`config.mk`:
```
export PLATFORM = sky130hd
export DESIGN_NAME = symfir_tap_slice
export DESIGN_NICKNAME = d
export VERILOG_FILES = /design/src/rtl/symfir_pkg.sv /design/src/rtl/symfir_phase.sv /design/src/rtl/symfir_preadd.sv /design/src/rtl/symfir_mult.sv /design/src/rtl/symfir_serout.sv /design/src/rtl/symfir_tap_slice.sv
export SDC_FILE = /design/constraint.sdc
export NUM_CORES = 1
export LEC_CHECK = 0
export CORE_ASPECT_RATIO = 2
export CORE_UTILIZATION = 60
export CTS_BUF_LIST = sky130_fd_sc_hd__clkbuf_4 sky130_fd_sc_hd__clkbuf_8
export CTS_CLUSTER_SIZE = 12
export DETAILED_ROUTE_END_ITERATION = 6
export PLACE_DENSITY = 0.77
export SLEW_MARGIN = 15
export SYNTH_ARGS = -nofsm -noshare
export SYNTH_HDL_FRONTEND = slang
export SYNTH_SLANG_ARGS = --single-unit
```
`constraint.sdc`:
```
create_clock -name clk -period 4.7 [get_ports clk]
set_input_delay 0.47 -clock clk [delete_from_list [all_inputs] [get_ports clk]]
set_output_delay 0.47 -clock clk [all_outputs]
set_load 0.005 [all_outputs]
```
`src/rtl/symfir_pkg.sv`:
```
`timescale 1ns/1ps
package symfir_pkg;

    localparam int WGT_W_DEF    = 10;
    localparam int WGT_FRAC_DEF = 8;

    // Decoded (positive-true) serial bits of one bit time
    typedef struct packed {
        logic lo;
        logic hi;
        logic wgt;
    } tap_bits_t;

    // Result of a one-bit full adder
    typedef struct packed {
        logic cout;
        logic sum;
    } fa_t;

    typedef enum logic {
        MUL_RUN  = 1'b0,
        MUL_IDLE = 1'b1
    } mul_state_e;

    function automatic fa_t full_add(input logic x, input logic y, input logic cin);
        fa_t r;
        r.sum  = x ^ y ^ cin;
        r.cout = (x & y) | (x & cin) | (y & cin);
        return r;
    endfunction

endpackage

```
`src/rtl/symfir_phase.sv`:
```
`timescale 1ns/1ps
module symfir_phase #(
    parameter int DATA_W = 16,
    parameter int WGT_W  = 10
) (
    input  logic clk,
    input  logic rst,
    input  logic mark,
    output logic wgt_en,
    output logic seen
);
    localparam int CNT_W = $clog2(DATA_W + 1);
    localparam logic [CNT_W-1:0] CNT_TOP = CNT_W'(DATA_W);
    localparam logic [CNT_W-1:0] WGT_END = CNT_W'(WGT_W);

    logic [CNT_W-1:0] cnt_q;
    logic [CNT_W-1:0] pos;
    logic             seen_q;

    always_comb pos = mark ? '0 : cnt_q;
    assign wgt_en = (pos < WGT_END);
    assign seen   = seen_q;

    always_ff @(posedge clk) begin
        if (rst) begin
            cnt_q  <= CNT_TOP;
            seen_q <= 1'b0;
        end else begin
            cnt_q  <= (pos == CNT_TOP) ? CNT_TOP : pos + 1'b1;
            seen_q <= seen_q | mark;
        end
    end


    period_chk: assert property (@(posedge clk) disable iff (rst)
        seen_q |-> (mark == (cnt_q == CNT_TOP)));

endmodule

```
`src/rtl/symfir_preadd.sv`:
```
`timescale 1ns/1ps
module symfir_preadd
    import symfir_pkg::*;
#(
    parameter int DATA_W = 16
) (
    input  logic              clk,
    input  logic              rst,
    input  logic              mark,
    input  logic              seen,
    input  logic              lo_bit,
    input  logic              hi_bit,
    output logic [DATA_W-1:0] sum_word
);
    logic              carry_q;
    logic [DATA_W-1:0] sum_sr;
    fa_t               fa;

    // carry restarts at the LSB of every word
    always_comb fa = full_add(lo_bit, hi_bit, mark ? 1'b0 : carry_q);

    always_ff @(posedge clk) begin
        if (rst) begin
            carry_q <= 1'b0;
            sum_sr  <= '0;
        end else begin
            carry_q <= fa.cout;
            sum_sr  <= {fa.sum, sum_sr[DATA_W-1:1]};
        end
    end

    assign sum_word = sum_sr;


    headroom_chk: assert property (@(posedge clk) disable iff (rst)
        (mark && seen) |-> (sum_sr[DATA_W-1] == sum_sr[DATA_W-2]));

endmodule

```
`src/rtl/symfir_mult.sv`:
```
`timescale 1ns/1ps
module symfir_mult
    import symfir_pkg::*;
#(
    parameter int DATA_W   = 16,
    parameter int WGT_W    = 10,
    parameter int WGT_FRAC = 8
) (
    input  logic              clk,
    input  logic              rst,
    input  logic              load,
    input  logic              wgt_en,
    input  logic              wgt_bit,
    input  logic [DATA_W-1:0] sum_word,
    output logic [DATA_W-1:0] prod_word
);
    localparam int PROD_W = DATA_W + WGT_W;
    localparam int STEP_W = $clog2(WGT_W + 1);
    localparam logic [STEP_W-1:0] STEP_END  = STEP_W'(WGT_W);
    localparam logic [STEP_W-1:0] STEP_SIGN = STEP_W'(WGT_W - 1);

    logic [WGT_W-1:0]  wgt_sr;
    logic [WGT_W-1:0]  wgt_op;
    logic [PROD_W-1:0] mcand;
    logic [PROD_W-1:0] acc;
    logic [PROD_W-1:0] acc_next;
    logic [STEP_W-1:0] step_q;
    mul_state_e        state;

    always_comb state = (step_q == STEP_END) ? MUL_IDLE : MUL_RUN;

    // the top weight bit carries negative weight
    always_comb begin
        acc_next = acc;
        if (wgt_op[0]) begin
            if (step_q == STEP_SIGN) acc_next = acc - mcand;
            else                     acc_next = acc + mcand;
        end
    end

    always_ff @(posedge clk) begin
        if (rst) begin
            wgt_sr <= '0;
            wgt_op <= '0;
            mcand  <= '0;
            acc    <= '0;
            step_q <= STEP_END;
        end else begin
            if (wgt_en) wgt_sr <= {wgt_bit, wgt_sr[WGT_W-1:1]};
            if (load) begin
                wgt_op <= wgt_sr;
                mcand  <= {{WGT_W{sum_word[DATA_W-1]}}, sum_word};
                acc    <= '0;
                step_q <= '0;
            end else if (state == MUL_RUN) begin
                acc    <= acc_next;
                mcand  <= {mcand[PROD_W-2:0], 1'b0};
                wgt_op <= {1'b0, wgt_op[WGT_W-1:1]};
                step_q <= step_q + 1'b1;
            end
        end
    end

    assign prod_word = acc[WGT_FRAC +: DATA_W];


    mult_done_chk: assert property (@(posedge clk) disable iff (rst)
        load |-> (state == MUL_IDLE));


    wgt_hold_chk: assert property (@(posedge clk) disable iff (rst)
        !wgt_en |=> $stable(wgt_sr));

endmodule

```
`src/rtl/symfir_serout.sv`:
```
`timescale 1ns/1ps
module symfir_serout #(
    parameter int DATA_W = 16
) (
    input  logic              clk,
    input  logic              rst,
    input  logic              load,
    input  logic [DATA_W-1:0] prod_word,
    output logic              bit_out,
    output logic              mark_out
);
    logic [DATA_W-1:0] out_sr;
    logic              mark_q;

    always_ff @(posedge clk) begin
        if (rst) begin
            out_sr <= '0;
            mark_q <= 1'b0;
        end else begin
            out_sr <= load ? prod_word : {1'b0, out_sr[DATA_W-1:1]};
            mark_q <= load;
        end
    end

    assign bit_out  = out_sr[0];
    assign mark_out = mark_q;


    mark_bit0_chk: assert property (@(posedge clk) disable iff (rst)
        load |=> (bit_out == $past(prod_word[0])));

endmodule

```
`src/rtl/symfir_tap_slice.sv`:
```
`timescale 1ns/1ps
module symfir_tap_slice
    import symfir_pkg::*;
#(
    parameter int DATA_W   = 16,
    parameter int WGT_W    = WGT_W_DEF,
    parameter int WGT_FRAC = WGT_FRAC_DEF
) (
    input  logic clk,
    input  logic rst,
    input  logic word_mark_in,
    input  logic pair_lo_n,
    input  logic pair_hi_n,
    input  logic wgt_n,
    output logic prod_n,
    output logic word_mark_out
);
    tap_bits_t         pin;
    logic              wgt_en;
    logic              seen;
    logic [DATA_W-1:0] sum_word;
    logic [DATA_W-1:0] prod_word;
    logic              prod_bit;

    // negative-true pins: a high level is a zero bit
    always_comb begin
        pin.lo  = ~pair_lo_n;
        pin.hi  = ~pair_hi_n;
        pin.wgt = ~wgt_n;
    end

    symfir_phase #(.DATA_W(DATA_W), .WGT_W(WGT_W)) u_phase (
        .clk    (clk),
        .rst    (rst),
        .mark   (word_mark_in),
        .wgt_en (wgt_en),
        .seen   (seen)
    );

    symfir_preadd #(.DATA_W(DATA_W)) u_preadd (
        .clk      (clk),
        .rst      (rst),
        .mark     (word_mark_in),
        .seen     (seen),
        .lo_bit   (pin.lo),
        .hi_bit   (pin.hi),
        .sum_word (sum_word)
    );

    symfir_mult #(.DATA_W(DATA_W), .WGT_W(WGT_W), .WGT_FRAC(WGT_FRAC)) u_mult (
        .clk       (clk),
        .rst       (rst),
        .load      (word_mark_in),
        .wgt_en    (wgt_en),
        .wgt_bit   (pin.wgt),
        .sum_word  (sum_word),
        .prod_word (prod_word)
    );

    symfir_serout #(.DATA_W(DATA_W)) u_serout (
        .clk       (clk),
        .rst       (rst),
        .load      (word_mark_in),
        .prod_word (prod_word),
        .bit_out   (prod_bit),
        .mark_out  (word_mark_out)
    );

    assign prod_n = ~prod_bit;

endmodule

```
* After elaboration in Yosys (flattened, before gate mapping)
Cells that the tools add are included.
** Cells by class
- Add/subtract/negate cells :: 4
- Order comparisons :: 1
- Equality and inequality tests :: 4
- Multiplexer cells :: 11
- Bitwise gates (word level) :: 13
- Reduce and logical (&&, ||, !) cells :: 4
** Operators with widths (number)
- $mux 26 :: 3
- $add 26x26->26 :: 1
- $sub 26x26->26 :: 1
- $mux 10 :: 2
- $mux 15 :: 1
- $eq 4x4->1 const B :: 2
- $mux 4 :: 2
- $not 1->1 :: 6
- $reduce_or 2->1 :: 3
- $add 5x1->5 const B :: 1
- $eq 5x5->1 const B :: 1
- $lt 5x4->1 const B :: 1
- $mux 5 :: 1
- $add 4x1->4 const B :: 1
- $and 1x1->1 :: 3
- $mux 1 :: 2
- $ne 2x2->1 const B :: 1
- $or 1x1->1 :: 2
- $reduce_and 2->1 :: 1
- $xor 1x1->1 :: 2
** Storage, ports and cells
- Flip-flop bits (word level) :: 115
- Input bits :: 6
- Output and inout bits :: 2
- Word-level logic and storage cells :: 49

* Logic depth before layout (Yosys ltp)
Gate-level depths: netlist (run 1).
- Depth in word-level cells :: 4
- Gate-level depth with buffers :: 16
- Gate-level depth less buffers :: 15

* By module
From an unflattened synthesis (run 1), not the netlist that was laid out.
** Unflattened totals
- Cell total of the unflattened synthesis :: 707
- Area total of the unflattened synthesis :: 6022.0 µm²
** Modules (own cells, without submodules)
- symfir_mult :: instances 1, cells an instance 584, area an instance 4642.0 µm², sequential area each 1441.4 µm²
- symfir_serout :: instances 1, cells an instance 52, area an instance 598.1 µm², sequential area each 340.3 µm²
- symfir_preadd :: instances 1, cells an instance 39, area an instance 504.2 µm², sequential area each 340.3 µm²
- symfir_phase :: instances 1, cells an instance 28, area an instance 262.8 µm², sequential area each 120.1 µm²
- symfir_tap_slice :: instances 1, cells an instance 4, area an instance 15.0 µm², sequential area each 0.0 µm²

* Worst setup path after synthesis (run 1)
OpenSTA, ideal clock, no wires.
- Path type :: register to register
- Start point :: register u_mult.mcand[2]
- End point :: register u_mult.acc[21]
- Setup time :: 0.120 ns
- Arrival time :: 3.644 ns
- Data required time :: 4.580 ns
- Slack :: 0.936 ns
- Cell stages (with the launch flop) :: 16
- Path buffers :: 1
- Period minus slack after synthesis :: 3.764 ns
- Path through :: dfxtp_1 > clkbuf_1 > or4_1 > or3_1 > nor4_1 > nand2_1 > o41ai_1 > xor2_1 > ha_1 > a21oi_1 > nor2b_1 > o21ai_0 > nand3b_1 > a221o_1 > o21a_1 > a211o_1
** Between the ends
- Longest elaborated chain between the ends :: 2
- Elaborated cells on any way between the ends :: 3
- Classes of those cells :: add/sub (2); mux (1)
** Ends and longest elaborated chain
- from (decl) :: RTL line symfir_mult.sv:24 : logic [PROD_W-1:0] mcand;
- from (signal assigned) :: RTL line symfir_mult.sv:52 : mcand <= {{WGT_W{sum_word[DATA_W-1]}}, sum_word};
- from (signal assigned) :: RTL line symfir_mult.sv:57 : mcand <= {mcand[PROD_W-2:0], 1'b0};
- $add 26x26->26 or $sub 26x26->26 (tied branches) :: RTL line symfir_mult.sv:37, symfir_mult.sv:36
- $mux 26 (*) :: RTL line symfir_mult.sv:36 : if (step_q == STEP_SIGN) acc_next = acc - mcand;
- to (signal assigned) :: RTL line symfir_mult.sv:56 : acc <= acc_next;
- to (decl) :: RTL line symfir_mult.sv:25 : logic [PROD_W-1:0] acc;
Every way passes the cells marked *; elsewhere a longest branch is shown, timed or not.
A chain may end at the register's enable or synchronous reset.

* Worst setup path in the final report (run 1)
- Start point :: register u_mult.mcand[2]
- End point :: register u_mult.acc[17]
Same word-level chain as after synthesis.

==> results of run 1 <==
[registers in the layout (all words and copies together), names as in the netlist]
name,count
u_mult.acc,24
u_mult.mcand,24
u_preadd.sum_word,16
u_serout.out_sr,16
u_mult.wgt_op,10
u_mult.wgt_sr,10
u_phase.cnt_q,5
u_mult.step_q,4
u_preadd.carry_q,1
u_serout.mark_out,1
[worst max-delay path, stage by stage (launching register included)]
cell and delay, ns:
dfxtp_1 0.39, or4_1 0.60, or3_1 0.37, nor4_1 0.34
nand2_1 0.20, o21ai_0 0.23, xor2_1 0.09, ha_1 0.37
nand2_1 0.13, nor3_1 0.29, nand3_1 0.11, o21ai_0 0.45
a41oi_1 0.30, xor2_1 0.21, o21ai_0 0.15
[layout by cell type, fill, tap and decap left out, types with 3 or more instances in the layout]
cell / count
a211o_1: 4
a211oi_1: 12
a21boi_0: 3
a21o_1: 6
a21oi_1: 74
a31oi_1: 6
and2_1: 4
and3_1: 7
buf_4: 7
clkbuf_8: 10
clkdlybuf4s50_1: 5
dfxtp_1: 111
ha_1: 27
inv_1: 17
mux2i_1: 46
nand2_1: 51
nand2b_1: 5
nand3_1: 12
nand3b_1: 4
nor2_1: 109
nor2b_1: 31
nor3_1: 8
nor4_1: 6
o21a_1: 3
o21ai_0: 21
o21bai_1: 3
o31ai_1: 5
o41ai_1: 4
or3_1: 4
or4_1: 3
xnor2_1: 17
xor2_1: 27
[report_power, final]
group          leakage (nW)  switching (mW)  internal, mW  total [mW]
clock network         0.101           0.338         0.225       0.563
registers             0.899          0.0158         0.956       0.971
logic                  1.54           0.155        0.0978       0.252
total                  2.54           0.509          1.28        1.79
[per-layer routing]
metal / routed length (um) / vias up / GRT usage, %
met5: 0 / - / 0
met4: 730 / 0 / 17.13
met3: 437 / 51 / 4.861
met2: 6734 / 119 / 49.42
met1: 4960 / 2199 / 27.26
li1: - / 2378 / -
[cell type report]
type	count	area share (%)
timing repair buffer	14	1.847
multi-input combinational	526	55.34
clock inverter	5	0.8005
clock buffer	11	2.381
inverter	17	1.047
tap	104	2.135
sequential	111	36.45
[cell families (layout without fill, tap and decap cells)]
| group | count (synthesis) | in the layout | synth area share, % |
|---|---|---|---|
| AND/OR/NAND/NOR | 256 | 256 | 21.06 |
| AO/OA/AOI/OAI | 151 | 151 | 15.95 |
| flip-flops | 111 | 111 | 38.28 |
| buffers and inverters | 55 | 47 | 3.621 |
| multiplexers | 46 | 46 | 7.933 |
| XOR/XNOR | 44 | 44 | 6.639 |
| adder cells (fa/ha/maj) | 29 | 29 | 6.510 |
[path summary, 6_finish.rpt]
| check | from | end | slack, ns | depth (start not counted) |
|---|---|---|---|---|
| worst min-delay path | u_preadd.sum_word[15] | u_preadd.sum_word[14] | 0.45 | 2 |
| worst max-delay path | u_mult.mcand[2] | u_mult.acc[17] | 0.42 | 14 |
| worst min register to register | u_preadd.sum_word[15] | u_preadd.sum_word[14] | 0.45 | 2 |
| worst max register to register | u_mult.mcand[2] | u_mult.acc[17] | 0.42 | 14 |
[through the flow]
| stage | worst slack [ns] | std cells | util (%) | hold WS [ns] | total power [mW] |
|---|---|---|---|---|---|
| after floorplan | 0.9364 | 692 | - | 0.4161 | 1.186 |
| after global placement | 0.5239 | 772 | 62.89 | 0.4426 | 1.242 |
| after detailed placement | 0.4744 | 772 | 62.89 | 0.4427 | 1.242 |
| after CTS | 0.4494 | 788 | 64.96 | 0.4500 | 1.802 |
| after global routing | 0.1566 | 788 | 64.96 | 0.4567 | 1.859 |
| final | 0.4160 | 788 | 64.96 | 0.4486 | 1.787 |
==> summary.txt, run 1 <==
Outcome
  • Status: finished, final reports clean

Layout
  • Layout area overhead: 5.023%
  • # diodes: 0
  • Multi-input logic area: 3373 um^2
  • Final Cell Area: 6096 um^2
  • Sequential cell area: 2222 um^2
  • Fillers: 798
  • Layout cells sized above 1: 4.532%
  • Final net count: 714

Clocking
  • Root Driver: clkbuf_8
  • Clock Sinks: 111
  • CTS Buffer Depth: 2
  • CTS tree: yes
  • TritonCTS Buffers: 9
  • Post-CTS sizing: 0
  • H-tree Lvls: 3
  • Hold_buf cts: 0
  • Post-CTS setup buffers: 0
  • Clock slew at reported path FFs: 0.12 ns
  • Clk_lat worst skew: 0.39 ns

Synthesis
  • Distinct cells, synth: 48
  • Post-Syn Nets: 727
  • Synth Instances: 692
  • Sequential-to-total area share from yosys stat: 38.28%
  • Cell Area, Synth: 5804 um^2
  • Warnings from Yosys: 0
  • Top cell type's share of synthesized area: 38.28%
  • Ys async rst share: 0%
  • Synth top cells by count: 111 x dfxtp_1, 109 x nor2_1, 74 x a21oi_1
  • FF+latch count, synth: 111
  • Count leader, synth: dfxtp_1
  • Synth area leader: dfxtp_1
  • Post-synth EDFFs: 0
  • Post-synthesis average cell area: 8.388 um^2
  • Main synth FF type: dfxtp_1
  • Synth top area cells: dfxtp_1 38%, mux2i_1 7.9%, nor2_1 7.0%

Pwr
  • P_leak: 2.538 nW
  • PwrDens: 293.2 nW/um^2
  • Maximum vdd drop: 269.0 uV

Setup path
  • CP Max Fanout: 7
  • Critical Path RT: 5.02 ns
  • Crit. End Element: flip-flop
  • Crit start category: flip-flop
  • Worst Path Arrival: 4.61 ns
  • Setup Crit Path Kind: reg2reg

Die
  • Row cnt: 50
  • I/O pins: 8
  • Chip Height: 141.1 um
  • Die ar.: 10100 um^2
  • Initial Util: 61.85%
  • Die X: 71.55 um
  • Area of the core: 9384 um^2

Routing
  • Final ANT Viol Nets: 0
  • DRT Pass-1 Iters: 5
  • DR iter-0 viols: 299
  • Via count: 4747
  • WL final: 12860 um
  • DR WL/cell: 16.32 um
  • Post-route DRC: 0
  • Via density: 6.024

Timing
  • Final hold viol count: 0
  • Final slew viol count: 0
  • Setup violations, final: 0
  • Setup TNS: 0 ns
  • Max transition margin: 49.06%
  • Worst Skew: 0.01904 ns
  • Ratio of final minimum period to clock period: 91.15%
  • Slew at the pin with the worst max-slew slack: 0.7640 ns
  • RSZ-0062 raised after global routing: no
  • Tmin final: 4.284 ns
  • Max Clk Rate: 0.2334 GHz

Global route
  • Vias in the first global route: 4565
  • Gr usage total: 26.95%
  • First-pass GRT wire length: 21170 um
  • Initial antenna violation count: 0
  • GRT Residual Overflow: 0
  • Largest net degree at the start of global routing: 79

Job
  • MaxCap Viol Count: 0

Placed design
  • HPWL after DPL: 9381 um
  • Number of buffers added on ports: 7
  • Placer Congestion: 0.9013
  • Area post-placement: 5902 um^2

Hold path
  • Worst Hold Class: reg2reg
(Power assumes the default switching activity.)
==> inputs of run 2 (changes only) <==
- CELL_PAD_IN_SITES_DETAIL_PLACEMENT: unset -> 1
- CELL_PAD_IN_SITES_GLOBAL_PLACEMENT: unset -> 1
- CORE_UTILIZATION: 60 -> 50
- PLACE_DENSITY: 0.77 -> unset
- PLACE_DENSITY_LB_ADDON: unset -> 0.1
- RECOVER_POWER: unset -> 25
- TNS_END_PERCENT: unset -> 10
==> run 2 against run 1 <==
  * The flow now finishes with violations (capacitance limit, slew limit)
  * Final cell count rose by 4.8%
  * Core utilization fell by 11 points
  * Cell area rose by 0.82%
  * Combinational power barely moved
  * Sequential power barely moved
  * Clock power rose by 5.5%
  * Global-route usage fell by 0.76 points
  * Critical path type unchanged
==> summary.txt, run 2 (same netlist as run 1, synthesis figures left out) <==
Placed design
  • HPWL after DPL: 11030 um (+18%)
  • Number of buffers added on ports: 7 (unchanged)
  • Placer Congestion: 0.9486 (+5.2%)

Clocking
  • Clock Sinks: 111 (unchanged)
  • Root Driver: clkbuf_8
  • CTS Buffer Depth: 2 (unchanged)
  • Clock slew at reported path FFs: 0.11 ns (about the same)
  • CTS tree: yes
  • TritonCTS Buffers: 9 (unchanged)
  • Clk_lat worst skew: 0.39 ns (about the same)
  • Hold_buf cts: 0 (unchanged)
  • Post-CTS sizing: 0 (unchanged)
  • Post-CTS setup buffers: 0 (unchanged)
  • H-tree Lvls: 3 (unchanged)

Global route
  • Gr usage total: 26.19% (-0.76 points)
  • Largest net degree at the start of global routing: 75 (-5.1%)
  • Vias in the first global route: 5271 (+15%)
  • Initial antenna violation count: 0 (unchanged)
  • GRT Residual Overflow: 0 (unchanged)
  • First-pass GRT wire length: 24740 um (+17%)

Timing
  • Tmin final: 4.444 ns (+0.1604 ns)
  • Ratio of final minimum period to clock period: 94.56% (+3.4 points)
  • Final slew viol count: 75 (+75)
  • RSZ-0062 raised after global routing: no
  • Setup violations, final: 0 (unchanged)
  • Max Clk Rate: 0.2250 GHz (-3.6%)
  • Slew at the pin with the worst max-slew slack: 3.073 ns (+2.309 ns)
  • Max transition margin: -104.9% (-150 points)
  • Worst Skew: 0.01445 ns (-0.004594 ns)
  • Final hold viol count: 0 (unchanged)
  • Setup TNS: 0 ns (unchanged)

Layout
  • # diodes: 0 (unchanged)
  • Layout cells sized above 1: 4.240% (-0.29 points)
  • Commonest non-fill, non-tap cell in the layout: dfxtp_1
  • Final net count: 714 (unchanged)
  • Layout area overhead: 5.885%
  • Biggest regs: u_mult.acc (24), u_mult.mcand (24)
  • Sequential cell area: 2222 um^2 (unchanged)
  • Multi-input logic area: 3373 um^2 (unchanged)
  • Fillers: 1387 (+74%)
  • Commonest non-fill, non-tap cells in the layout: 111 x dfxtp_1, 109 x nor2_1, 74 x a21oi_1, 51 x nand2_1, 46 x mux2i_1
  • Layout Utilization: 54.46% (-11 points)

Die
  • Area of the core: 11290 um^2 (+20%)
  • Die ar.: 12070 um^2 (+20%)
  • Die X: 78.19 um (+9.3%)
  • Row cnt: 55 (+10%)
  • Chip Height: 154.4 um (+9.4%)
  • I/O pins: 8 (unchanged)
  • Initial Util: 51.43% (-10 points)

Routing
  • Via density: 5.858 (-2.8%)
  • Met2 Wirelength: 8305 um (+23%)
  • Met3 wire len: 321 um (-27%)
  • DRT Pass-1 Iters: 4 (-1)
  • WL met1: 5527 um (+11%)
  • Max Used Layer: met4
  • Via count: 4839 (+1.9%)
  • Final ANT Viol Nets: 0 (unchanged)
  • Post-route DRC: 0 (unchanged)
  • WL final: 14890 um (+16%)
  • DR iter-0 viols: 112 (-63%)
  • DR WL/cell: 18.03 um (+10%)

Setup path
  • Crit start category: flip-flop
  • Critical Path RT: 4.99 ns (-0.03 ns)
  • Reg2Reg Setup Slack: 0.26 ns (-0.16 ns)
  • Worst Path Arrival: 4.73 ns (+0.12 ns)
  • Setup Crit Path Kind: reg2reg
  • Crit. End Element: flip-flop
  • CP Max Fanout: 7 (unchanged)

Hold path
  • Worst Hold Class: reg2reg

Outcome
  • Failing checks: capacitance limit, slew limit
  • Status: finished with violations

Pwr
  • PwrDens: 296.4 nW/um^2 (+1.1%)
  • P_leak: 2.530 nW (-0.31%)
  • Maximum vdd drop: 238.9 uV (-11%)

Job
  • MaxCap Viol Count: 1 (+1)
## run 2: cell types whose count changed in the layout (fill, tap and decap cells not counted)
cell,delta
clkbuf_8,+1
clkbuf_1,+2
and2_0,+1
clkinvlp_4,+1
buf_2,-2
clkbuf_4,-1
clkinv_4,-1
and2_1,-1
## run 2: critical path, cell delays in order, from the launching register on
cell and delay, ns:
dfxtp_1 0.39, or4_1 0.61, or3_1 0.38, nor4_1 0.28
nand2_1 0.21, o21ai_0 0.24, xor2_1 0.10, ha_1 0.37
nand2_1 0.13, nor3_1 0.33, nand3_1 0.14, o21ai_0 0.53
and4_1 0.31, nor2_1 0.07, a211o_1 0.24
## run 2: stage by stage
| step | setup slack (ns) | hold WS, ns | cells | instance area [um^2] | power (mW) |
|---|---|---|---|---|---|
| 4_1_cts | 0.3444 | 0.4650 | 826 | 6151 | 1.838 |
| 3_3_place_gp | 0.5993 | 0.4340 | 810 | 5952 | 1.241 |
| 3_5_place_dp | 0.4519 | 0.4403 | 810 | 5952 | 1.250 |
| 6_report | 0.2556 | 0.4646 | 826 | 6146 | 1.822 |
| 5_1_grt | 0.1288 | 0.4891 | 826 | 6146 | 1.905 |
| 2_1_floorplan | 0.9364 | 0.4161 | 692 | 5804 | 1.186 |
## run 2: path summary, 6_finish.rpt
path                                             from                    end  cells past startpoint
worst min-delay path            u_preadd.sum_word[15]  u_preadd.sum_word[14]                      2
worst max register to register        u_mult.mcand[2]         u_mult.acc[21]                     14
worst max-delay path                  u_mult.mcand[2]         u_mult.acc[21]                     14
worst min register to register  u_preadd.sum_word[15]  u_preadd.sum_word[14]                      2
## run 2: layout make-up
class                      instances  share of cell area, %
clock buffer                      11                  2.463
clock inverter                     5                 0.7736
inverter                          17                  1.038
multi-input combinational        526                  54.89
sequential                       111                  36.16
tap                              142                  2.891
timing repair buffer              14                  1.792
## run 2: per-layer routing
layer,up-vias,track usage (%)
li1,2365,-
met1,2345,24.77
met2,80,51.13
met3,49,3.776
met4,0,15.78
met5,-,0
## run 2: where the power goes
group | switching [mW] | internal, mW
combinational | 0.158 | 0.0973
sequential | 0.0164 | 0.956
clock | 0.362 | 0.233
==> inputs of run 3 (changes only) <==
- SETUP_SLACK_MARGIN: unset -> 0.05
==> results of run 3 <==
Final layout, timing and power as in run 2 (identical DEF).
